[src/rtl/lcdif_pkg.sv]
// Package: shared widths, operation codes and frame phases for the
// three-wire display interface. Assumes MSB-first codes.
package lcdif_pkg;
    localparam int ID_W   = 3;
    localparam int ADDR_W = 6;
    localparam int NIB_W  = 4;
    localparam int CMD_W  = 9;

    localparam logic [ID_W-1:0] OP_READ  = 3'b110;
    localparam logic [ID_W-1:0] OP_WRITE = 3'b101;
    localparam logic [ID_W-1:0] OP_CMD   = 3'b100;

    typedef enum logic [2:0] {
        PH_ID,
        PH_ADDR,
        PH_WDATA,
        PH_RDATA,
        PH_CMD,
        PH_DROP
    } phase_e;
endpackage

[src/rtl/lcdif_sync.sv]
// Module: multi-bit level synchronizer. Each input bit passes through
// STAGES flops. Assumes the inputs are asynchronous and slow compared
// with clk. Reset loads RST_VAL (idle levels of the pulled-up lines).
module lcdif_sync #(
    parameter int             N       = 4,
    parameter int             STAGES  = 2,
    parameter logic [N-1:0]   RST_VAL = '1
) (
    input  logic         clk,
    input  logic         rst_n,
    input  logic [N-1:0] async_in,
    output logic [N-1:0] sync_out
);
    generate
        for (genvar b = 0; b < N; b++) begin : g_bit
            logic [STAGES-1:0] chain;
            // Shift one input bit through its flop chain.
            always_ff @(posedge clk) begin
                if (!rst_n) chain <= {STAGES{RST_VAL[b]}};
                else        chain <= {chain[STAGES-2:0], async_in[b]};
            end
            assign sync_out[b] = chain[STAGES-1];
        end
    endgenerate
endmodule

[src/rtl/lcdif_seq.sv]
// Module: frame sequencer. Takes synchronized select/strobe/data levels,
// finds strobe rising edges, decodes the operation code, collects
// address/data/command bits, drives the RAM port and the read bit.
// Assumes each strobe level lasts several clk cycles.
module lcdif_seq
    import lcdif_pkg::*;
#(
    parameter int A_W = ADDR_W,
    parameter int D_W = NIB_W,
    parameter int C_W = CMD_W
) (
    input  logic           clk,
    input  logic           rst_n,
    input  logic           sel_lvl,
    input  logic           wr_lvl,
    input  logic           rd_lvl,
    input  logic           din,
    input  logic [D_W-1:0] ram_rdata,
    output logic [A_W-1:0] ram_addr,
    output logic           ram_we,
    output logic           ram_re,
    output logic [D_W-1:0] ram_wdata,
    output logic           cmd_valid,
    output logic [C_W-1:0] cmd_code,
    output logic           dout,
    output logic           doe
);
    localparam int CNT_W = $clog2(C_W);
    localparam int NB_W  = $clog2(D_W);

    phase_e          phase;
    logic [CNT_W-1:0] bcnt;
    logic [C_W-2:0]  sh;
    logic [C_W-1:0]  sh_next;
    logic [A_W-1:0]  ptr;
    logic [D_W-1:0]  nib, nib_next, rnib;
    logic            mode_rd, rd_pend, wr_q, rd_q;
    logic            wr_rise, rd_rise;
    logic [NB_W-1:0] bidx;

    // Edge detection and the next shift-register / nibble values.
    always_comb begin
        wr_rise        = wr_lvl & ~wr_q;
        rd_rise        = rd_lvl & ~rd_q;
        sh_next        = {sh, din};
        bidx           = bcnt[NB_W-1:0];
        nib_next       = nib;
        nib_next[bidx] = din;
    end

    // Previous strobe levels for edge detection.
    always_ff @(posedge clk) begin
        if (!rst_n) begin
            wr_q <= 1'b1;
            rd_q <= 1'b1;
        end else begin
            wr_q <= wr_lvl;
            rd_q <= rd_lvl;
        end
    end

    // Frame state machine, RAM port and read-bit driver.
    always_ff @(posedge clk) begin
        if (!rst_n) begin
            phase     <= PH_ID;
            bcnt      <= '0;
            sh        <= '0;
            ptr       <= '0;
            nib       <= '0;
            rnib      <= '0;
            mode_rd   <= 1'b0;
            rd_pend   <= 1'b0;
            ram_addr  <= '0;
            ram_we    <= 1'b0;
            ram_re    <= 1'b0;
            ram_wdata <= '0;
            cmd_valid <= 1'b0;
            cmd_code  <= '0;
            dout      <= 1'b0;
            doe       <= 1'b0;
        end else begin
            ram_we    <= 1'b0;
            ram_re    <= 1'b0;
            cmd_valid <= 1'b0;
            rd_pend   <= ram_re;
            if (rd_pend) rnib <= ram_rdata;
            if (sel_lvl) begin
                phase <= PH_ID;
                bcnt  <= '0;
                doe   <= 1'b0;
            end else begin
                if (wr_rise) begin
                    case (phase)
                        PH_ID: begin
                            sh <= sh_next[C_W-2:0];
                            if (bcnt == CNT_W'(ID_W-1)) begin
                                bcnt <= '0;
                                case (sh_next[ID_W-1:0])
                                    OP_READ:  begin phase <= PH_ADDR; mode_rd <= 1'b1; end
                                    OP_WRITE: begin phase <= PH_ADDR; mode_rd <= 1'b0; end
                                    OP_CMD:   phase <= PH_CMD;
                                    default:  phase <= PH_DROP;
                                endcase
                            end else begin
                                bcnt <= bcnt + 1'b1;
                            end
                        end
                        PH_ADDR: begin
                            sh <= sh_next[C_W-2:0];
                            if (bcnt == CNT_W'(A_W-1)) begin
                                bcnt <= '0;
                                if (mode_rd) begin
                                    ram_addr <= sh_next[A_W-1:0];
                                    ram_re   <= 1'b1;
                                    ptr      <= sh_next[A_W-1:0] + 1'b1;
                                    phase    <= PH_RDATA;
                                end else begin
                                    ptr      <= sh_next[A_W-1:0];
                                    phase    <= PH_WDATA;
                                end
                            end else begin
                                bcnt <= bcnt + 1'b1;
                            end
                        end
                        PH_WDATA: begin
                            nib <= nib_next;
                            if (bcnt == CNT_W'(D_W-1)) begin
                                bcnt      <= '0;
                                ram_we    <= 1'b1;
                                ram_addr  <= ptr;
                                ram_wdata <= nib_next;
                                ptr       <= ptr + 1'b1;
                            end else begin
                                bcnt <= bcnt + 1'b1;
                            end
                        end
                        PH_CMD: begin
                            sh <= sh_next[C_W-2:0];
                            if (bcnt == CNT_W'(C_W-1)) begin
                                bcnt      <= '0;
                                cmd_valid <= 1'b1;
                                cmd_code  <= sh_next;
                            end else begin
                                bcnt <= bcnt + 1'b1;
                            end
                        end
                        default: ;
                    endcase
                end
                if (rd_rise && phase == PH_RDATA) begin
                    doe  <= 1'b1;
                    dout <= rnib[bidx];
                    if (bcnt == CNT_W'(D_W-1)) begin
                        bcnt     <= '0;
                        ram_addr <= ptr;
                        ram_re   <= 1'b1;
                        ptr      <= ptr + 1'b1;
                    end else begin
                        bcnt <= bcnt + 1'b1;
                    end
                end
            end
        end
    end
endmodule

[src/rtl/lcd_serial_if.sv]
// Module: top of the three-wire display interface. Synchronizes the four
// host lines and hands them to the frame sequencer. Assumes an external
// synchronous RAM that returns read data one cycle after ram_re.
module lcd_serial_if
    import lcdif_pkg::*;
#(
    parameter int A_W  = ADDR_W,
    parameter int D_W  = NIB_W,
    parameter int C_W  = CMD_W,
    parameter int SYNC = 2
) (
    input  logic           clk,
    input  logic           rst_n,
    input  logic           host_sel_n,
    input  logic           host_wr,
    input  logic           host_rd,
    input  logic           host_din,
    output logic           host_dout,
    output logic           host_doe,
    output logic [A_W-1:0] ram_addr,
    output logic           ram_we,
    output logic           ram_re,
    output logic [D_W-1:0] ram_wdata,
    input  logic [D_W-1:0] ram_rdata,
    output logic           cmd_valid,
    output logic [C_W-1:0] cmd_code
);
    logic [3:0] lines_s;
    logic       sel_lvl, wr_lvl, rd_lvl, din_lvl;

    lcdif_sync #(.N(4), .STAGES(SYNC), .RST_VAL(4'hF)) sync_i (
        .clk      (clk),
        .rst_n    (rst_n),
        .async_in ({host_sel_n, host_wr, host_rd, host_din}),
        .sync_out (lines_s)
    );

    assign {sel_lvl, wr_lvl, rd_lvl, din_lvl} = lines_s;

    lcdif_seq #(.A_W(A_W), .D_W(D_W), .C_W(C_W)) seq_i (
        .clk       (clk),
        .rst_n     (rst_n),
        .sel_lvl   (sel_lvl),
        .wr_lvl    (wr_lvl),
        .rd_lvl    (rd_lvl),
        .din       (din_lvl),
        .ram_rdata (ram_rdata),
        .ram_addr  (ram_addr),
        .ram_we    (ram_we),
        .ram_re    (ram_re),
        .ram_wdata (ram_wdata),
        .cmd_valid (cmd_valid),
        .cmd_code  (cmd_code),
        .dout      (host_dout),
        .doe       (host_doe)
    );
endmodule

[config.mk]
export PLATFORM = sky130hd
export DESIGN_NAME = lcd_serial_if
export DESIGN_NICKNAME = d
export VERILOG_FILES = /design/src/rtl/lcdif_pkg.sv /design/src/rtl/lcdif_sync.sv /design/src/rtl/lcdif_seq.sv /design/src/rtl/lcd_serial_if.sv
export SDC_FILE = /design/constraint.sdc
export NUM_CORES = 1
export LEC_CHECK = 0
export ABC_AREA = 1
export BUFFER_PORTS_ARGS = -buffer_cell sky130_fd_sc_hd__buf_2
export CAP_MARGIN = 0
export CORE_ASPECT_RATIO = 0.7
export CORE_UTILIZATION = 63
export DETAILED_ROUTE_END_ITERATION = 10
export GPL_TIMING_DRIVEN = 0
export PLACE_DENSITY = 0.84
export SLEW_MARGIN = 20
export SYNTH_ARGS = -nofsm -noshare
export SYNTH_HDL_FRONTEND = slang
export SYNTH_SLANG_ARGS = --single-unit
[constraint.sdc]
create_clock -name clk -period 4.7 [get_ports clk]
set_input_delay 0.47 -clock clk [delete_from_list [all_inputs] [get_ports clk]]
set_output_delay 0.47 -clock clk [all_outputs]
set_load 0.02 [all_outputs]
==> results.toml, run 1 <==
[critical_path]
cpPeakStageDelay_ns = 0.36
worst_ep_arrival_time_ns = 2.28
cp_max_fo = 9
reg2reg_slack_ns = 2.71
cp_cell_sequence = "inv_1, ha_1, nand3_2, nor2_2, inv_1, nand2_1, nand3_1, nand2_1, nand2_1, nand2_1, nand2_1, nand2_1"
start_kind = "register"
crit_path_end_kind = "register"
path_common_cell = "nand2_1"
crit_start = "seq_i.bcnt[1]"
cp_slowest_cell = "nor2_2"
crit_type = "register to register"
crit_cells = 12
timing.rr.start = "seq_i.bcnt[1]"
worst_r2r_path_depth = 12
r2r-end = "seq_i.ram_addr[4]"
critPathBufInv = 2
crit_family = "simple AND/OR/NAND/NOR gates"
critPathRequiredTime_ns = 4.99
critPathCapture = "seq_i.ram_addr[4]"

[route]
antenna_left = 0
routed-via-count = 3563
drt-pass1-iter-count = 6
drc_errors = 0
wl_mm = 9.18
routed_via_density = 5.50
avgRoutedWirePerCell_um = 14.2
drtIter0Drc = 384

[synthesis]
synth_area_leader_cell = "dfxtp_1"
synth_top_cells_by_count = "133 x nand2_1, 70 x nor2_1, 65 x dfxtp_1"
synthCells = 527
synth_async_sr_flop_share = 0
synth_flop_cell = "dfxtp_1"
ys_ff_latch = 65
syn_area_um2 = 3440
synthDistinctLibCells = 28
synth_most_common_cell = "nand2_1"
synth_edf_count = 0
ys_warn_count = 0
synth_top_cell_area_share = 0.379
synth.avg_cell_area_um2 = 6.52
ys_seq_area_frac = 0.379
synth.area.top_cells = "dfxtp_1 38%, nand2_1 15%, o21ai_0 9.3%"
syn-num-nets = 546

[die]
design.core.area_um2 = 5260
floorplan.initialDensity = 0.653
die_x_um = 90.3
io-pin-count = 34
fp.dieArea_um2 = 5760
fp.dieH_um = 63.8
fp-row-count = 22

[power_and_ir_drop]
worst_ir_drop_vdd_mv = 0.252
powerDensity_nw_per_um2 = 269
p_switching_mw = 0.265
p_clk_frac = 0.418
pwr-share-seq = 0.541
combPwrFrac = 0.041
leakagePower_nw = 1.92
power_mw = 1.04
p_int_mw = 0.778
p_sw_frac = 0.254

[layout]
num_antenna_cells = 0
layout.nets = 590
synthToLayoutAreaGrowth_pct = 12.7
finish.utilization = 0.736
fill_cells = 447
drive_gt1_frac = 0.141

[sta]
slew_violations = 0
setup_violations = 0
rsz0062_at_grt = "false"
period_needed_ns = 1.99
hold_slack_ns = 0.301
setup_slack_ns = 2.71
slew_headroom = 0.434
timing.fmax_mhz = 503
hold_viol = 0
finalCritPeriodShare = 0.423
worst_slew_pin_slew_ns = 0.846
final.setup.tns_ns = 0
fin_worst_skew_ns = 0.00888

[clock_tree]
cts_max_level = 3
cts_tree = "yes"
clock_sinks = 65
clk_pin_slew_ns = 0.08
cts_hold_buf = 0
cts_setup_buffers = 0
clk_latency_ns = 0.35
postCtsResizedCells = 0
cts_root_buf = "clkbuf_8"
clk_path_buf_depth = 2
cts_made_buffers = 9

[place]
place_ws_ns = 2.63
io_buffer_count = 33
place_congestion = 0.964
dpl.hpwl_mm = 6.55

[grt]
track_usage = 0.336
antenna_found_initial = 0
grtUsageMet1 = 0.451
grt-ovfl-total = 0
grtUsageMet2 = 0.524
grt.busiest_layer = "met2"
grt_pass1_vias = 3322
use_met3 = 0.104
grt_pass1_wl_mm = 15.2
grt_max_degree = 13

[worst_hold_path]
min_path_type = "primary input to register"

[flow_run]
max-cap-violations = 0

[run_status]
status = "finished, final reports clean"
[metal layers]
layer	up-vias	part of all wire	wire length (um)
met2	152	0.44	4030
li1	1771	-	-
met5	-	0	0
met4	0	0.0098	90
met3	9	0.096	878
met1	1631	0.46	4180
[metrics by stage]
stage                     std cells  instance area, um^2
after global placement          632                 3690
after detailed placement        632                 3690
after global routing            648                 3870
final                           648                 3870
after floorplan                 527                 3440
after CTS                       648                 3870
[cell families (layout without fill, tap and decap cells)]
group	Yosys count	after routing	share of synthesized area
AO/OA/AOI/OAI	115	115	0.170
XOR/XNOR	1	1	0.00255
adder cells (fa/ha/maj)	9	9	0.0328
buffers and inverters	76	125	0.0892
flip-flops	65	65	0.379
AND/OR/NAND/NOR	261	261	0.327
[worst min-delay path by stage]
stage	startpoint	to	slack, ns	cells after the start
6_report	host_rd	sync_i.g_bit[1].chain[0]	0.30	2
5_1_grt	host_rd	sync_i.g_bit[1].chain[0]	0.30	2
4_1_cts	host_rd	sync_i.g_bit[1].chain[0]	0.30	2
3_5_place_dp	sync_i.g_bit[2].chain[0]	sync_i.g_bit[2].chain[1]	0.40	1
3_3_place_gp	sync_i.g_bit[2].chain[0]	sync_i.g_bit[2].chain[1]	0.40	1
2_1_floorplan	sync_i.g_bit[0].chain[0]	sync_i.g_bit[0].chain[1]	0.39	1
[power groups by stage]
stage / Combinational (mW) / Clock [mW] / Sequential [mW]
finish: 0.0426 / 0.436 / 0.564
global route: 0.0487 / 0.462 / 0.565
CTS: 0.0419 / 0.437 / 0.564
detailed placement: 0.0413 / 0 / 0.577
global placement: 0.0402 / 0 / 0.576
floorplan: 0.0279 / 0 / 0.574
[state kept, by name, summed over array words and instances, names as in the netlist, 6 cells and up]
signal and count:
seq_i.ram_addr 6, seq_i.ptr 6, sync_i.g_bit.chain 8, seq_i.cmd_code 9, seq_i.sh 8
[final cells by class]
type,count,area (um^2),share of cell area
Buffer,13,70.1,0.0181
Tap cell,72,90.1,0.0233
Sequential cell,65,1300,0.336
Clock inverter,6,42.5,0.0110
Clock buffer,10,138,0.0356
Inverter,63,236,0.0611
Multi-Input combinational cell,386,1830,0.472
Timing Repair Buffer,33,165,0.0427
[cell usage in the layout (no fill, tap or decap), drive strengths merged]
master,count
clkinvlp,2
buf,40
a21oi,46
nand2,139
xor2,1
a31oi,1
clkbuf,16
nand3,32
nor2,74
ha,9
nand3b,1
o22ai,1
o211ai,2
clkinv,4
inv,63
o21ai,65
nor3,3
or2,9
dfxtp,65
nand4,3
(Power assumes the default switching activity.)
==> inputs of run 2 (changes only) <==
--- a/config.mk
+++ b/config.mk
@@ -9,10 +9,10 @@
 export BUFFER_PORTS_ARGS = -buffer_cell sky130_fd_sc_hd__buf_2
 export CAP_MARGIN = 0
 export CORE_ASPECT_RATIO = 0.7
-export CORE_UTILIZATION = 63
+export CORE_UTILIZATION = 53
 export DETAILED_ROUTE_END_ITERATION = 10
 export GPL_TIMING_DRIVEN = 0
-export PLACE_DENSITY = 0.84
+export PLACE_DENSITY = 0.76
 export SLEW_MARGIN = 20
 export SYNTH_ARGS = -nofsm -noshare
 export SYNTH_HDL_FRONTEND = slang
==> constraint.sdc (replaced) <==
create_clock -name clk -period 1.8 [get_ports clk]
set_input_delay 0.18 -clock clk [delete_from_list [all_inputs] [get_ports clk]]
set_output_delay 0.18 -clock clk [all_outputs]
set_load 0.02 [all_outputs]
==> run 2 against run 1 <==
Against the previous run: the flow now finishes with violations (DRC); worst setup slack worse by 2.6 ns; sequential power grew to 2.6 times the previous value; non-clock buffer count grew 6; cell count rose by 1.9%; clock-buffer cell count stayed put; largest power group unchanged.
==> results.toml, run 2 (synthesis gave the netlist of run 1 again) <==
[clock_tree]
clk_latency_ns = 0.36
clk_pin_slew_ns = 0.08
clock_sinks = 65
clk_path_buf_depth = 2
cts_max_level = 3
cts_root_buf = "clkbuf_8"
cts_tree = "yes"
cts_made_buffers = 9

[layout]
final_cell_mix = "133 x nand2_1, 68 x nor2_1, 64 x o21ai_0"
multi_input_area_um2 = 1870
finalNonFillerCells = 660
max_flop_register = "seq_i.cmd_code"
largestRegisters = "seq_i.cmd_code (9), seq_i.sh (8), sync_i.g_bit.chain (8)"
seqCellArea_um2 = 1310
num_antenna_cells = 0
final_common_cell = "nand2_1"
layout.nets = 596
largest_reg_flops = 9
synthToLayoutAreaGrowth_pct = 17.6
fill_cells = 572
drive_gt1_frac = 0.170

[critical_path]
cp_slowest_cell = "dfxtp_2"
crit_path_end_kind = "register"
critPathRequiredTime_ns = 2.06
worst_r2r_path_depth = 11
cp_max_fo = 9
start_kind = "register"
crit_type = "register to register"
worst_ep_arrival_time_ns = 1.94
cpPeakStageDelay_ns = 0.42
cp_cell_sequence = "ha_2, nand3_4, nor2_4, buf_4, nand2_1, nand3_1, nand2_1, nand2_1, nand2_1, nand2_1, nand2_1"
path_common_cell = "nand2_1"

[grt]
track_usage = 0.283
grt_max_degree = 13
grt-ovfl-total = 0
grt_pass1_wl_mm = 15.1
grt_pass1_vias = 3254
antenna_found_initial = 0

[place]
dpl.hpwl_mm = 6.29
dpl.cell_count = 638
io_buffer_count = 33
place_congestion = 0.984

[sta]
finalCritPeriodShare = 0.933
fin_worst_skew_ns = 0.00944
slew_violations = 0
rsz0062_at_grt = "true"
timing.fmax_mhz = 596
setup_violations = 0
final.setup.tns_ns = 0
worst_slew_pin_slew_ns = 0.510
hold_viol = 0
slew_headroom = 0.660
period_needed_ns = 1.68

[route]
top_layer = "met4"
routed-via-count = 3514
avgRoutedWirePerCell_um = 13.6
routed_via_density = 5.32
routed-wl-met2_mm = 4.03
m1WireLength_mm = 4.14
antenna_left = 0
drc_errors = 2
wl_met3_um = 596
wl_mm = 8.95
drtIter0Drc = 286
drt-pass1-iter-count = 11

[power_and_ir_drop]
p_sw_frac = 0.233
p_clk_frac = 0.475
power_mw = 3.03
combPwrFrac = 0.038
p_switching_mw = 0.706
p_int_mw = 2.32
worst_ir_drop_vdd_mv = 0.458
leakagePower_nw = 1.97
powerDensity_nw_per_um2 = 749
pwr-share-seq = 0.487

[die]
fp.dieArea_um2 = 6810
floorplan.initialDensity = 0.550
fp-row-count = 24
die_x_um = 98.2
io-pin-count = 34
fp.dieH_um = 69.4
design.core.area_um2 = 6250

[run_status]
status = "finished with violations"
violations = "DRC"

[worst_hold_path]
min_delay_path_depth = 2
min_path_type = "primary input to register"

[flow_run]
max-cap-violations = 0
==> run 2: cell types whose count changed in the layout (fill, tap and decap cells not counted), moves of 3 or more <==
cell,previous run,this run
inv_2,1,5
ha_1,9,6
inv_1,61,57
dfxtp_1,65,62
dlygate4sd3_1,0,3
dfxtp_2,0,3
==> run 2: what timing repair did <==
action / in CTS / in global routing
endpoints found under the setup margin: 15 / 34
endpoints found under the hold margin: 3 / 0
buffers inserted: 1 / 2
resized for setup: 3 / 20
pin swaps: 1 / 2
hold buffers: 3 / 0
==> run 2: cell type report <==
cell class,instances,share of cell area
timing repair buffer,39,0.0548
buffer,13,0.0189
clock inverter,6,0.0223
sequential,65,0.323
tap,78,0.0242
clock buffer,10,0.0341
inverter,63,0.0589
multi-input combinational,386,0.464
==> run 2: stage by stage <==
| step | instance area [um^2] | utilization | setup slack (ns) | hold slack [ns] |
|---|---|---|---|---|
| after floorplan | 3440 | - | 0.301 | 0.287 |
| after global placement | 3700 | 0.592 | -0.0692 | 0.365 |
| after detailed placement | 3700 | 0.592 | -0.0714 | 0.369 |
| after CTS | 3970 | 0.636 | 0.00189 | 0.00193 |
| after global routing | 4040 | 0.647 | -0.0214 | 0.0102 |
| final | 4040 | 0.647 | 0.121 | 0.0140 |
==> run 2: worst paths after layout <==
kind         slack [ns]                       end                      from
min reg2reg        0.41  sync_i.g_bit[3].chain[1]  sync_i.g_bit[3].chain[0]
min                0.01  sync_i.g_bit[2].chain[0]                   host_wr
max reg2reg        0.12         seq_i.ram_addr[5]             seq_i.bcnt[0]
max                0.12         seq_i.ram_addr[5]             seq_i.bcnt[0]
==> run 2: worst max-delay path: cells and delay by family (launching register included) <==
kind | cells | cell delay, ns
fa+ha+maj | 1 | 0.25
buf+inv | 1 | 0.15
flops | 1 | 0.42
simple gates | 9 | 0.77
==> run 2: power groups by stage <==
| stage | Clock [mW] | Sequential [mW] | Combinational, mW |
|---|---|---|---|
| 4_1_cts | 1.46 | 1.47 | 0.112 |
| 5_1_grt | 1.51 | 1.47 | 0.132 |
| 3_5_place_dp | 0 | 1.50 | 0.106 |
| 2_1_floorplan | 0 | 1.50 | 0.0728 |
| 6_report | 1.44 | 1.47 | 0.116 |
| 3_3_place_gp | 0 | 1.50 | 0.104 |
==> run 2: layer usage <==
layer | global-route usage | vias up
met3 | 0.0595 | 21
met4 | 0.136 | 0
met2 | 0.442 | 115
met1 | 0.376 | 1590
li1 | - | 1788
met5 | 0 | -
